===== config.mk =====
export PLATFORM = sky130hd
export DESIGN_NAME = pci_width_guard
export DESIGN_NICKNAME = d
export VERILOG_FILES = /design/src/rtl/accw_pkg.sv /design/src/rtl/accw_width_path.sv /design/src/rtl/accw_seq_ctrl.sv /design/src/rtl/pci_width_guard.sv
export SDC_FILE = /design/constraint.sdc
export NUM_CORES = 1
export LEC_CHECK = 0
export BUFFER_PORTS_ARGS = -buffer_cell sky130_fd_sc_hd__buf_2
export CAP_MARGIN = 20
export CORE_AREA = 2 2 39 41
export CTS_CLUSTER_SIZE = 30
export DETAILED_ROUTE_END_ITERATION = 8
export DIE_AREA = 0 0 41 43
export GPL_TIMING_DRIVEN = 0
export PLACE_DENSITY = 0.68
export REMOVE_ABC_BUFFERS = 1
export SLEW_MARGIN = 20
export SYNTH_ARGS = -nofsm -noshare
export SYNTH_HDL_FRONTEND = slang
export SYNTH_HIERARCHICAL = 1
export SYNTH_SLANG_ARGS = --single-unit

===== constraint.sdc =====
create_clock -name clk -period 2.3 [get_ports clk]
set_input_delay 0.46 -clock clk [delete_from_list [all_inputs] [get_ports clk]]
set_output_delay 0.46 -clock clk [all_outputs]
set_load 0.05 [all_outputs]

===== src/rtl/accw_pkg.sv =====
package accw_pkg;
  localparam int BE_W   = 4;
  localparam int DEST_N = 12;
  localparam int CLS_N  = 7;

  typedef enum logic [2:0] {
    WC_NONE, WC_BYTE, WC_HALF_LO, WC_HALF_HI, WC_HALF_MID, WC_WORD, WC_OTHER
  } widthCls_e;

  typedef enum logic [1:0] {CC_NONE, CC_IO, CC_MEMRD, CC_CFG} cmdCls_e;

  typedef logic [CLS_N-1:0] clsMask_t;

  typedef struct packed {
    cmdCls_e  needCmd;
    clsMask_t allow;
  } destRule_t;

  // strobes from control to datapath
  typedef struct packed {
    logic loadAccept;
    logic loadAbort;
    logic loadSelf;
  } ctrlStb_t;

  // destination bit positions in destSel (decoder contract)
  localparam int D_GAME   = 0;
  localparam int D_SBLEG  = 1;
  localparam int D_MIDI   = 2;
  localparam int D_UART   = 3;
  localparam int D_CODEC  = 4;
  localparam int D_HOST   = 5;
  localparam int D_DMA    = 6;
  localparam int D_VREG   = 7;
  localparam int D_CFG    = 8;
  localparam int D_PLL    = 9;
  localparam int D_TBL    = 10;
  localparam int D_VRCFG  = 11;

  localparam clsMask_t M_ANY  = '1;
  localparam clsMask_t M_BYTE = clsMask_t'(1) << WC_BYTE;
  localparam clsMask_t M_HALF = (clsMask_t'(1) << WC_HALF_LO) | (clsMask_t'(1) << WC_HALF_HI);
  localparam clsMask_t M_WORD = clsMask_t'(1) << WC_WORD;

  function automatic destRule_t ruleFor(int idx);
    destRule_t r;
    case (idx)
      D_GAME, D_SBLEG, D_MIDI, D_UART: r = '{CC_IO, M_BYTE};
      D_CODEC: r = '{CC_IO, M_HALF};
      D_HOST:  r = '{CC_IO, M_BYTE | M_HALF};
      D_DMA:   r = '{CC_IO, M_ANY};
      D_VREG:  r = '{CC_MEMRD, M_ANY};
      D_CFG:   r = '{CC_CFG, M_ANY};
      D_PLL:   r = '{CC_CFG, M_BYTE};
      D_TBL:   r = '{CC_CFG, M_WORD};
      D_VRCFG: r = '{CC_CFG, M_HALF};
      default: r = '{CC_IO, '0};
    endcase
    return r;
  endfunction

  function automatic widthCls_e classifyBe(logic [BE_W-1:0] beN);
    logic [BE_W-1:0] en;
    widthCls_e c;
    en = ~beN;
    case (en)
      4'b0000: c = WC_NONE;
      4'b0001, 4'b0010, 4'b0100, 4'b1000: c = WC_BYTE;
      4'b0011: c = WC_HALF_LO;
      4'b1100: c = WC_HALF_HI;
      4'b0110: c = WC_HALF_MID;
      4'b1111: c = WC_WORD;
      default: c = WC_OTHER;
    endcase
    return c;
  endfunction

  function automatic cmdCls_e classifyCmd(logic [3:0] cmd);
    cmdCls_e c;
    case (cmd)
      4'h2, 4'h3: c = CC_IO;
      4'h6:       c = CC_MEMRD;
      4'hA, 4'hB: c = CC_CFG;
      default:    c = CC_NONE;
    endcase
    return c;
  endfunction
endpackage


===== src/rtl/accw_width_path.sv =====
module accw_width_path
  import accw_pkg::*;
(
  input  logic              clk,
  input  logic              rstN,
  input  logic [3:0]        busCmd,
  input  logic [DEST_N-1:0] destSel,
  input  logic [BE_W-1:0]   beN,
  input  ctrlStb_t          stb,
  output logic              hitAny,
  output logic              hitMulti,
  output logic              hitLegal,
  output logic              acceptStb,
  output logic              abortReq,
  output logic              selfAccessErr
);
  widthCls_e         wCls;
  cmdCls_e           cCls;
  logic [DEST_N-1:0] legalVec;

  always_comb begin
    wCls = classifyBe(beN);
    cCls = classifyCmd(busCmd);
  end

  for (genvar g = 0; g < DEST_N; g++) begin : gRule
    localparam destRule_t RULE = ruleFor(g);
    assign legalVec[g] = (cCls == RULE.needCmd) && RULE.allow[wCls];
  end

  always_comb begin
    hitAny   = |destSel;
    hitMulti = |(destSel & (destSel - 1'b1));
    hitLegal = |(destSel & legalVec);
  end

  always_ff @(posedge clk) begin
    if (!rstN) begin
      acceptStb     <= 1'b0;
      abortReq      <= 1'b0;
      selfAccessErr <= 1'b0;
    end else begin
      acceptStb     <= stb.loadAccept;
      abortReq      <= stb.loadAbort;
      selfAccessErr <= stb.loadSelf;
    end
  end

  p_excl_r10: assert property (@(posedge clk) disable iff (!rstN)
    !(acceptStb && abortReq));
  p_self_with_abort_r7: assert property (@(posedge clk) disable iff (!rstN)
    selfAccessErr |-> abortReq);
endmodule


===== src/rtl/accw_seq_ctrl.sv =====
module accw_seq_ctrl
  import accw_pkg::*;
(
  input  logic     sampleValid,
  input  logic     ownMasterCyc,
  input  logic     hitAny,
  input  logic     hitMulti,
  input  logic     hitLegal,
  output ctrlStb_t stb
);
  typedef enum logic [2:0] {DEC_IDLE, DEC_SELF, DEC_MISS, DEC_CONFLICT, DEC_OK, DEC_REJECT} decision_e;
  decision_e decision;

  // priority: self-access, miss, multi-hit, rule check
  always_comb begin
    if (!sampleValid)      decision = DEC_IDLE;
    else if (ownMasterCyc) decision = DEC_SELF;
    else if (!hitAny)      decision = DEC_MISS;
    else if (hitMulti)     decision = DEC_CONFLICT;
    else if (hitLegal)     decision = DEC_OK;
    else                   decision = DEC_REJECT;
  end

  always_comb begin
    stb = '0;
    case (decision)
      DEC_SELF:     begin stb.loadAbort = 1'b1; stb.loadSelf = 1'b1; end
      DEC_CONFLICT: stb.loadAbort  = 1'b1;
      DEC_REJECT:   stb.loadAbort  = 1'b1;
      DEC_OK:       stb.loadAccept = 1'b1;
      default:      stb = '0;
    endcase
  end

  always_comb begin
    p_strobe_excl_r10: assert (!(stb.loadAccept && stb.loadAbort));
    p_miss_silent_r8: assert (!(sampleValid && !ownMasterCyc && !hitAny) ||
                              !(stb.loadAccept || stb.loadAbort));
  end
endmodule


===== src/rtl/pci_width_guard.sv =====
module pci_width_guard
  import accw_pkg::*;
(
  input  logic              clk,
  input  logic              rstN,
  input  logic              dataValid,
  input  logic              ownMasterCyc,
  input  logic [3:0]        busCmd,
  input  logic [DEST_N-1:0] destSel,
  input  logic [BE_W-1:0]   beN,
  output logic              acceptStb,
  output logic              abortReq,
  output logic              selfAccessErr
);
  ctrlStb_t stb;
  logic     hitAny, hitMulti, hitLegal;

  accw_width_path uPath (
    .clk(clk), .rstN(rstN), .busCmd(busCmd), .destSel(destSel), .beN(beN),
    .stb(stb), .hitAny(hitAny), .hitMulti(hitMulti), .hitLegal(hitLegal),
    .acceptStb(acceptStb), .abortReq(abortReq), .selfAccessErr(selfAccessErr)
  );

  accw_seq_ctrl uCtrl (
    .sampleValid(dataValid), .ownMasterCyc(ownMasterCyc), .hitAny(hitAny),
    .hitMulti(hitMulti), .hitLegal(hitLegal), .stb(stb)
  );

  p_quiet_r10: assert property (@(posedge clk) disable iff (!rstN)
    !$past(dataValid) |-> !acceptStb && !abortReq);
  p_self_r7: assert property (@(posedge clk) disable iff (!rstN)
    $past(dataValid && rstN && ownMasterCyc) |-> abortReq && selfAccessErr);
  p_nohit_r8: assert property (@(posedge clk) disable iff (!rstN)
    $past(dataValid && rstN && !ownMasterCyc && destSel == '0) |-> !acceptStb && !abortReq);
  p_multi_r9: assert property (@(posedge clk) disable iff (!rstN)
    $past(dataValid && rstN && !ownMasterCyc && $countones(destSel) > 1) |-> abortReq);
  p_host_mid_r3: assert property (@(posedge clk) disable iff (!rstN)
    $past(dataValid && rstN && !ownMasterCyc && destSel == (DEST_N'(1) << D_HOST) && beN == 4'b1001)
    |-> abortReq);
  p_game_byte_r1: assert property (@(posedge clk) disable iff (!rstN)
    $past(dataValid && rstN && !ownMasterCyc && destSel == (DEST_N'(1) << D_GAME)
          && busCmd == 4'h2 && beN == 4'b1110) |-> acceptStb);
  p_reset_r11: assert property (@(posedge clk)
    !rstN |=> !acceptStb && !abortReq && !selfAccessErr);
endmodule


# After elaboration in Yosys (flattened, before gate mapping)
# Memories as Yosys holds them, arrays and structs flattened.
# Index checks and enable logic that the tools add are counted.
[word_totals]
reg_bits = 3
rom_bits = 88
input_bits = 24
word_cells = 55
n_memories = 6
[op_classes]
n_addsub = 1
order_cmp = 1
n_eq_ne = 12
muxes = 14
bitwise_logic = 3
n_reduce_logical = 15
[mem_list]
columns = ["memory", "depth", "word_bits", "read_ports", "rd_clocked_by_memory_dff", "wr", "line_no", "rtl"]
rows = [
  ["(no name shown)", 16, 3, 1, 0, 0, "accw_pkg.sv:66", "case (en)"],
  ["(no name shown)", 8, 1, 1, 0, 0, "accw_width_path.sv:28", "assign legalVec[g] = (cCls == RULE.needCmd) && RULE.allow[wCls];"],
  ["(no name shown)", 8, 1, 1, 0, 0, "accw_width_path.sv:28", ""],
  ["(no name shown)", 8, 1, 1, 0, 0, "accw_width_path.sv:28", ""],
  ["(no name shown)", 8, 1, 1, 0, 0, "accw_width_path.sv:28", ""],
  ["(no name shown)", 8, 1, 1, 0, 0, "accw_width_path.sv:28", ""],
]
[ops]
columns = ["op", "count"]
rows = [
  ["$reduce_or A12 Y1", 3],
  ["$and A12 B12 Y12", 2],
  ["$mux W3", 4],
  ["$sub A12 B1 Y12 const B", 1],
  ["$logic_and A1 B1 Y1", 9],
  ["$mux W1", 9],
  ["$eq A4 B2 Y1 const B", 2],
  ["$eq A4 B4 Y1 const B", 2],
  ["$eq A3 B3 Y1 const B", 2],
  ["$pmux W2 S3", 1],
  ["$eq A2 B2 Y1 const B", 2],
  ["$eq A4 B3 Y1 const B", 1],
  ["$lt A3 B4 Y1 const B", 1],
  ["$not A4 Y4", 1],
  ["$reduce_or A2 Y1", 2],
  ["$eq A3 B1 Y1 const B", 1],
  ["$eq A3 B2 Y1 const B", 1],
  ["$reduce_or A3 Y1", 1],
  ["$eq A2 B1 Y1 const B", 1],
]

# Longest topological paths before layout
# Gate-level depths: netlist (run 1).
[logic_depth]
depth_word = 15
depth_mapped = 10

# Hierarchy
# The synthesis (run 1) kept the hierarchy.
[modules_own_cells]
columns = ["module", "n_inst", "cells_each", "area_each_um2", "seq_area_each_um2"]
rows = [
  ["accw_width_path", 1, 51, 411.6, 60.1],
  ["accw_seq_ctrl", 1, 5, 41.3, 0.0],
]

# Least setup slack after synthesis (run 1)
# Ideal clock, no wire load.
[synth_timing]
path_type = "input port to flip-flop"
start = "input beN[0]"
end = "register uPath.acceptStb"
setup_time_ps = 115
t_arrival_ps = 2096
required_ps = 2185
slack_ps = 89
cell_stages = 10
n_path_buf = 0
path_cell_list = "inv_1 > ha_1 > inv_2 > mux4_2 > nor4bb_1 > nor4_2 > o32ai_2 > nor2b_2 > nor3b_2 > and2_1"
[synth_lines]
columns = ["item", "line_no", "rtl"]
rows = [
  ["start, declared", "pci_width_guard.sv:10", "input logic [BE_W-1:0] beN,"],
  ["end signal, assigned", "accw_width_path.sv:43", "acceptStb <= stb.loadAccept;"],
  ["end, declared", "accw_width_path.sv:13", "output logic acceptStb,"],
]

==> summary.txt, run 1 <==
Timing
  – Slew of the pin with the lowest slew margin: 397.5 ps
  – Final setup fails: 0
  – Worst hold slack: 461.2 ps
  – Hold Vio Cnt, Final: 0
  – Final min period: 2189 ps
  – RSZ-0062 raised after global routing: false
  – Total negative slack: 0 ps
  – Max Transition Viols Final: 0
  – Final period util: 0.9516
  – Max Fclk: 456.9 MHz
  – Slew HR: 0.7329

Final layout
  – Reg area: 60.06 µm²
  – Final Cell Area: 693.2 µm²
  – Multi-input gate area: 416.7 µm²
  – Fillcell total: 131
  – Layout cell share with drive strength beyond 1: 0.5227
  – # nets final: 117
  – Area grow syn2layout: 53.04%
  – Ant diodes: 0

Synthesis
  – Synth Area in Compound Gates: 0.2569
  – Cells after Synth: 56
  – Synth Area in XOR/XNOR: 0
  – Register area share after synthesis: 0.1326
  – Post-synth EDFFs: 0
  – Count of cell types in the netlist: 32
  – Largest family of logic cells by synthesized area: simple AND/OR/NAND/NOR gates
  – FFs w/ async S/R, synth: 0
  – Adder and majority cell fraction of the synthesized area: 0.1547
  – Synth Cell Area: 452.9 µm²
  – Syn Area/Cell: 8.088 µm²
  – Post-synth top flop: dfxtp_1
  – Mux cell area share after synthesis: 0.07182
  – Synth warnings: 6
  – Yosys reg bits: 3
  – Simple-Gate Fraction of Synth Area: 0.3425

Worst hold path
  – Hold path cells: 2
  – Worst hold path endpoint: uPath/selfAccessErr
  – Hold Path Class: in -> reg
  – Hold path startpoint: rstN

Setup path
  – Worst-path cell chain: buf_4 > ha_1 > mux4_2 > buf_6 > nor3b_2 > a211oi_2 > o32ai_2 > nor2b_2 > nor3b_2 > and2_1
  – Crit start category: input pin
  – Slowest stage delay, CP: 480 ps
  – CP required: 2470 ps
  – Worst path bufs/invs: 2
  – Most Frequent Cell on Critical Path: nor3b_2
  – Critical path data arrival time: 2360 ps
  – Top delay family on crit path: simple AND/OR/NAND/NOR gates
  – Setup crit end kind: flip-flop
  – Max Fanout on Critical Path: 4
  – Crit-path slowest cell: mux4_2
  – Crit Path Class: in -> reg

Die
  – DIE AREA: 0.001763 mm²
  – FP Rows: 14
  – Height of the die: 43 µm
  – Die width: 41 µm
  – Starting density of the core: 0.3273
  – Total core area: 0.001384 mm²
  – Number of top-level pins: 27

Placement
  – Post-DP HPWL: 854.1 µm
  – Area after DPL: 603.1 µm²
  – Final Wtd Congestion: 0.7801
  – Input/output buffers: 26

Job
  – Max cap viols: 0

Route
  – Via Count: 521
  – Routed vias/inst: 5.010
  – DRT iter0 DRCs: 6
  – Wire per inst: 9.750 µm
  – First-pass DRT Iterations: 4
  – Total Routed Length: 1014 µm
  – Post-DRT Antenna Nets: 0
  – DRC viols: 0

Clock network
  – TritonCTS buffer count: 3
  – Depth of the CTS H-tree: 1
  – Clock root buffer master: clkbuf_4
  – CTS clk-pin slew, worst paths: 30 ps
  – Clock Sinks: 3
  – CTS Buffer Depth: 2
  – CTS tree: done

Power
  – PD cells: 355.7 mW/mm²
  – VDD IR max: 0.1021 mV
  – Pleak: 0.0003204 µW

GRT
  – Largest net degree at the start of global routing: 6
  – Total GRT Usage: 0.1231
  – Vias in the first global route: 440
  – Initial antenna violation count: 0
  – First-pass GRT wire length: 1587 µm
  – Grt ovf: 0

Run status
  – Status: finished clean
==> logic make-up after synthesis <==
logic type / after synthesis
compound gates: 16
fa+ha+maj: 6
buf+inv: 5
flops: 3
mux: 2
simple gates: 24
==> metal layers <==
layer  GRT usage  wire (µm)  vias to the layer above
met5           0          0                        -
met4     0.06000          0                        0
met3           0         81                        0
met2      0.1875        490                       23
met1      0.1720        442                      224
li1            -          -                      274
==> cell type report <==
class,instances,share of cell area
sequential,3,0.08664
clock buffer,4,0.03791
tap,16,0.02888
inverter,5,0.02708
multi-input combinational,48,0.6011
timing repair buffer,28,0.2184
==> cell usage after synthesis (2+ instances only) <==
cell / instances / area share
dfxtp_1: 3 / 0.13
nor2_1: 4 / 0.033
nor3_1: 3 / 0.033
a211oi_1: 2 / 0.033
maj3_1: 2 / 0.044
nor3b_2: 2 / 0.055
and2_1: 3 / 0.041
o21ai_0: 2 / 0.022
a21oi_1: 2 / 0.022
nand2_1: 3 / 0.025
nand3_1: 2 / 0.022
ha_1: 4 / 0.11
o21bai_1: 2 / 0.033
inv_1: 4 / 0.033
==> flip-flops by register name (all words and copies together) (netlist names) <==
signal,cells
uPath/selfAccessErr,1
uPath/acceptStb,1
uPath/abortReq,1
==> worst max-delay path by stage <==
stage           start               to  cells after the start
3_5_place_dp   beN[0]  uPath/acceptStb                     11
6_report       beN[0]  uPath/acceptStb                     10
3_3_place_gp   beN[0]  uPath/acceptStb                     11
5_1_grt        beN[0]  uPath/acceptStb                     10
2_1_floorplan  beN[0]  uPath/acceptStb                     10
4_1_cts        beN[0]  uPath/acceptStb                     11
==> power breakdown <==
part           switching, µW  internal (µW)
Clock                   22.8           64.7
Combinational           52.0           52.5
Sequential             0.356           54.2
==> cells in the final DEF, fill, tap and decap left out, types with 3 or more instances in the layout <==
master,n
nor2_1,4
dfxtp_1,3
clkbuf_4,3
inv_2,3
nand2_1,3
ha_1,3
nor3_1,3
buf_2,25
and2_1,3
==> metrics by stage <==
stage                     instances  power, µW  setup WS, ps  utilization
final                           104      246.5         111.3       0.5009
after global routing            104      265.5        0.1734       0.5009
after CTS                       102      231.4         102.6       0.4548
after detailed placement         98      141.2        -137.7       0.4358
after global placement           98      139.3        -118.9       0.4358
after floorplan                  56      103.2         88.90            -
==> repair_timing <==
action / CTS / global route
resized for setup: 0 / 11
hold buffers: 0 / 0
buffers inserted: 0 / 2
setup endpoints to repair: 0 / 1
No activity file was read; power rests on OpenSTA's default activity.
==> inputs of run 2 (changes only) <==
--- a/config.mk
+++ b/config.mk
@@ -5,7 +5,7 @@
 export SDC_FILE = /design/constraint.sdc
 export NUM_CORES = 1
 export LEC_CHECK = 0
-export BUFFER_PORTS_ARGS = -buffer_cell sky130_fd_sc_hd__buf_2
+export BUFFER_PORTS_ARGS = -buffer_cell sky130_fd_sc_hd__buf_4
 export CAP_MARGIN = 20
 export CORE_AREA = 2 2 39 41
 export CTS_CLUSTER_SIZE = 30
==> summary.txt, run 2 (synthesis results as in run 1) <==
Die
  – Height of the die: 43 µm (unchanged)
  – FP Rows: 14 (unchanged)
  – Total core area: 0.001384 mm² (unchanged)
  – DIE AREA: 0.001763 mm² (unchanged)
  – Number of top-level pins: 27 (unchanged)
  – Starting density of the core: 0.3273 (unchanged)
  – Die width: 41 µm (unchanged)

Clock network
  – TritonCTS buffer count: 3 (unchanged)
  – Clock Sinks: 3 (unchanged)
  – CTS tree: done
  – Depth of the CTS H-tree: 1 (unchanged)
  – Clock root buffer master: clkbuf_4
  – CTS Buffer Depth: 2 (unchanged)
  – CTS clk-pin slew, worst paths: 40 ps (about the same)
  – Cts hold-fix bufs: 0 (unchanged)

Worst hold path
  – Hold path startpoint: rstN
  – Hold Path Class: in -> reg
  – Hold path cells: 2 (unchanged)

Placement
  – Final Wtd Congestion: 0.7839 (+0.49%)
  – Input/output buffers: 26 (unchanged)
  – DP Worst Slack: -154.4 ps (-16.73 ps)
  – Post-DP HPWL: 911.3 µm (+6.7%)

GRT
  – Initial antenna violation count: 0 (unchanged)
  – Grt ovf: 0 (unchanged)
  – Vias in the first global route: 479 (+8.9%)
  – Largest net degree at the start of global routing: 6 (unchanged)
  – First-pass GRT wire length: 1711 µm (+7.8%)
  – Total GRT Usage: 0.1361 (+0.01301)

Final layout
  – Commonest non-fill, non-tap cell in the layout: buf_4
  – Final Core Density: 0.5054 (+0.004521)
  – Area grow syn2layout: 54.42%
  – # nets final: 115 (-1.7%)
  – Largest regs: uPath/abortReq x1, uPath/acceptStb x1, uPath/selfAccessErr x1
  – Most frequent cells in the layout: buf_4 (26), nor2_1 (4), inv_1 (4), ha_1 (4)
  – Ant diodes: 0 (unchanged)
  – Layout cell share with drive strength beyond 1: 0.4419 (-0.08087)

Setup path
  – Slowest stage delay, CP: 510 ps (+30 ps)
  – Worst-path cell chain: buf_4 > inv_1 > ha_1 > inv_2 > mux4_2 > nor4bb_1 > nor4_2 > o32ai_2 > nor2b_2 > nor3b_2 > and2_1
  – Top delay family on crit path: simple AND/OR/NAND/NOR gates
  – Crit Path Class: in -> reg
  – Crit start category: input pin
  – WP depth: 11 (+1)
  – CP required: 2420 ps (-50 ps)
  – Max Fanout on Critical Path: 4 (unchanged)
  – Critical path launch point: beN[0]
  – Worst path bufs/invs: 3 (+1)
  – Critical path data arrival time: 2320 ps (-40 ps)
  – Setup crit end kind: flip-flop
  – Crit-path slowest cell: mux4_2

Timing
  – Max Fclk: 455.8 MHz (-0.25%)
  – Total negative slack: 0 ps (unchanged)
  – Hold Vio Cnt, Final: 0 (unchanged)
  – Slew of the pin with the lowest slew margin: 424.3 ps (+26.78 ps)
  – Final period util: 0.9540 (+0.002365)
  – Slew HR: 0.7149 (-0.01799)
  – RSZ-0062 raised after global routing: false
  – Final setup fails: 0 (unchanged)
  – Final min period: 2194 ps (+5.440 ps)
  – Max Transition Viols Final: 0 (unchanged)
  – Post-route setup slack: 105.9 ps (-5.440 ps)

Route
  – DRC viols: 0 (unchanged)
  – Via Count: 509 (-2.3%)
  – Post-DRT Antenna Nets: 0 (unchanged)
  – First-pass DRT Iterations: 2 (-2)
  – DRT iter0 DRCs: 5 (-1)
  – Routed vias/inst: 4.990 (-0.39%)
  – Wire per inst: 10.26 µm (+5.3%)
  – Total Routed Length: 1047 µm (+3.3%)

Power
  – Pleak: 0.0003124 µW (-2.5%)
  – VDD IR max: 0.09546 mV (-6.5%)
  – PD cells: 351.9 mW/mm² (-1.1%)

Job
  – Max cap viols: 0 (unchanged)

Run status
  – Status: finished clean
## run 2: cell types whose count changed in the layout (fill, tap and decap cells not counted), moves of 2 or more
| cell | before | now |
|---|---|---|
| buf_2 | 25 | 0 |
| buf_4 | 2 | 26 |
| inv_1 | 2 | 4 |
| inv_2 | 3 | 1 |
## run 2: power breakdown
| part | switching, µW | internal [µW] |
|---|---|---|
| Sequential | 0.415 | 54.2 |
| Combinational | 46.0 | 53.5 |
| Clock | 27.0 | 65.0 |
## run 2: worst paths after layout
check	endpoint
worst min-delay path	uPath/acceptStb
worst max-delay path	uPath/acceptStb
## run 2: area by class of cell
cell class                 count  area (µm²)
multi-input combinational     48       379.1
clock buffer                   4       26.28
timing repair buffer          26       195.2
inverter                       5       18.77
fill                         137       684.4
tap                           16       20.02
sequential                     3       60.06
## run 2: what timing repair did
| action | 4_1_cts | 5_1_grt |
|---|---|---|
| gates resized for setup | 0 | 1 |
| setup buffers | 0 | 0 |
| endpoints found under the setup margin | 0 | 1 |
## run 2: per-layer routing
layer	wire length, µm	global-route usage
met2	530	0.2250
met3	63	0
met4	0	0.08000
met1	453	0.1656
met5	0	0
## run 2: through the flow
| stage | cell area (µm²) | std cells | hold slack, ps | total power, µW |
|---|---|---|---|---|
| final | 699.4 | 102 | 447.4 | 246.2 |
| after detailed placement | 668.1 | 98 | 684.5 | 153.5 |
| after global placement | 668.1 | 98 | 678.9 | 151.9 |
| after global routing | 699.4 | 102 | 449.9 | 263.5 |
| after CTS | 694.4 | 102 | 441.3 | 249.6 |
| after floorplan | 452.9 | 56 | 581.7 | 103.2 |
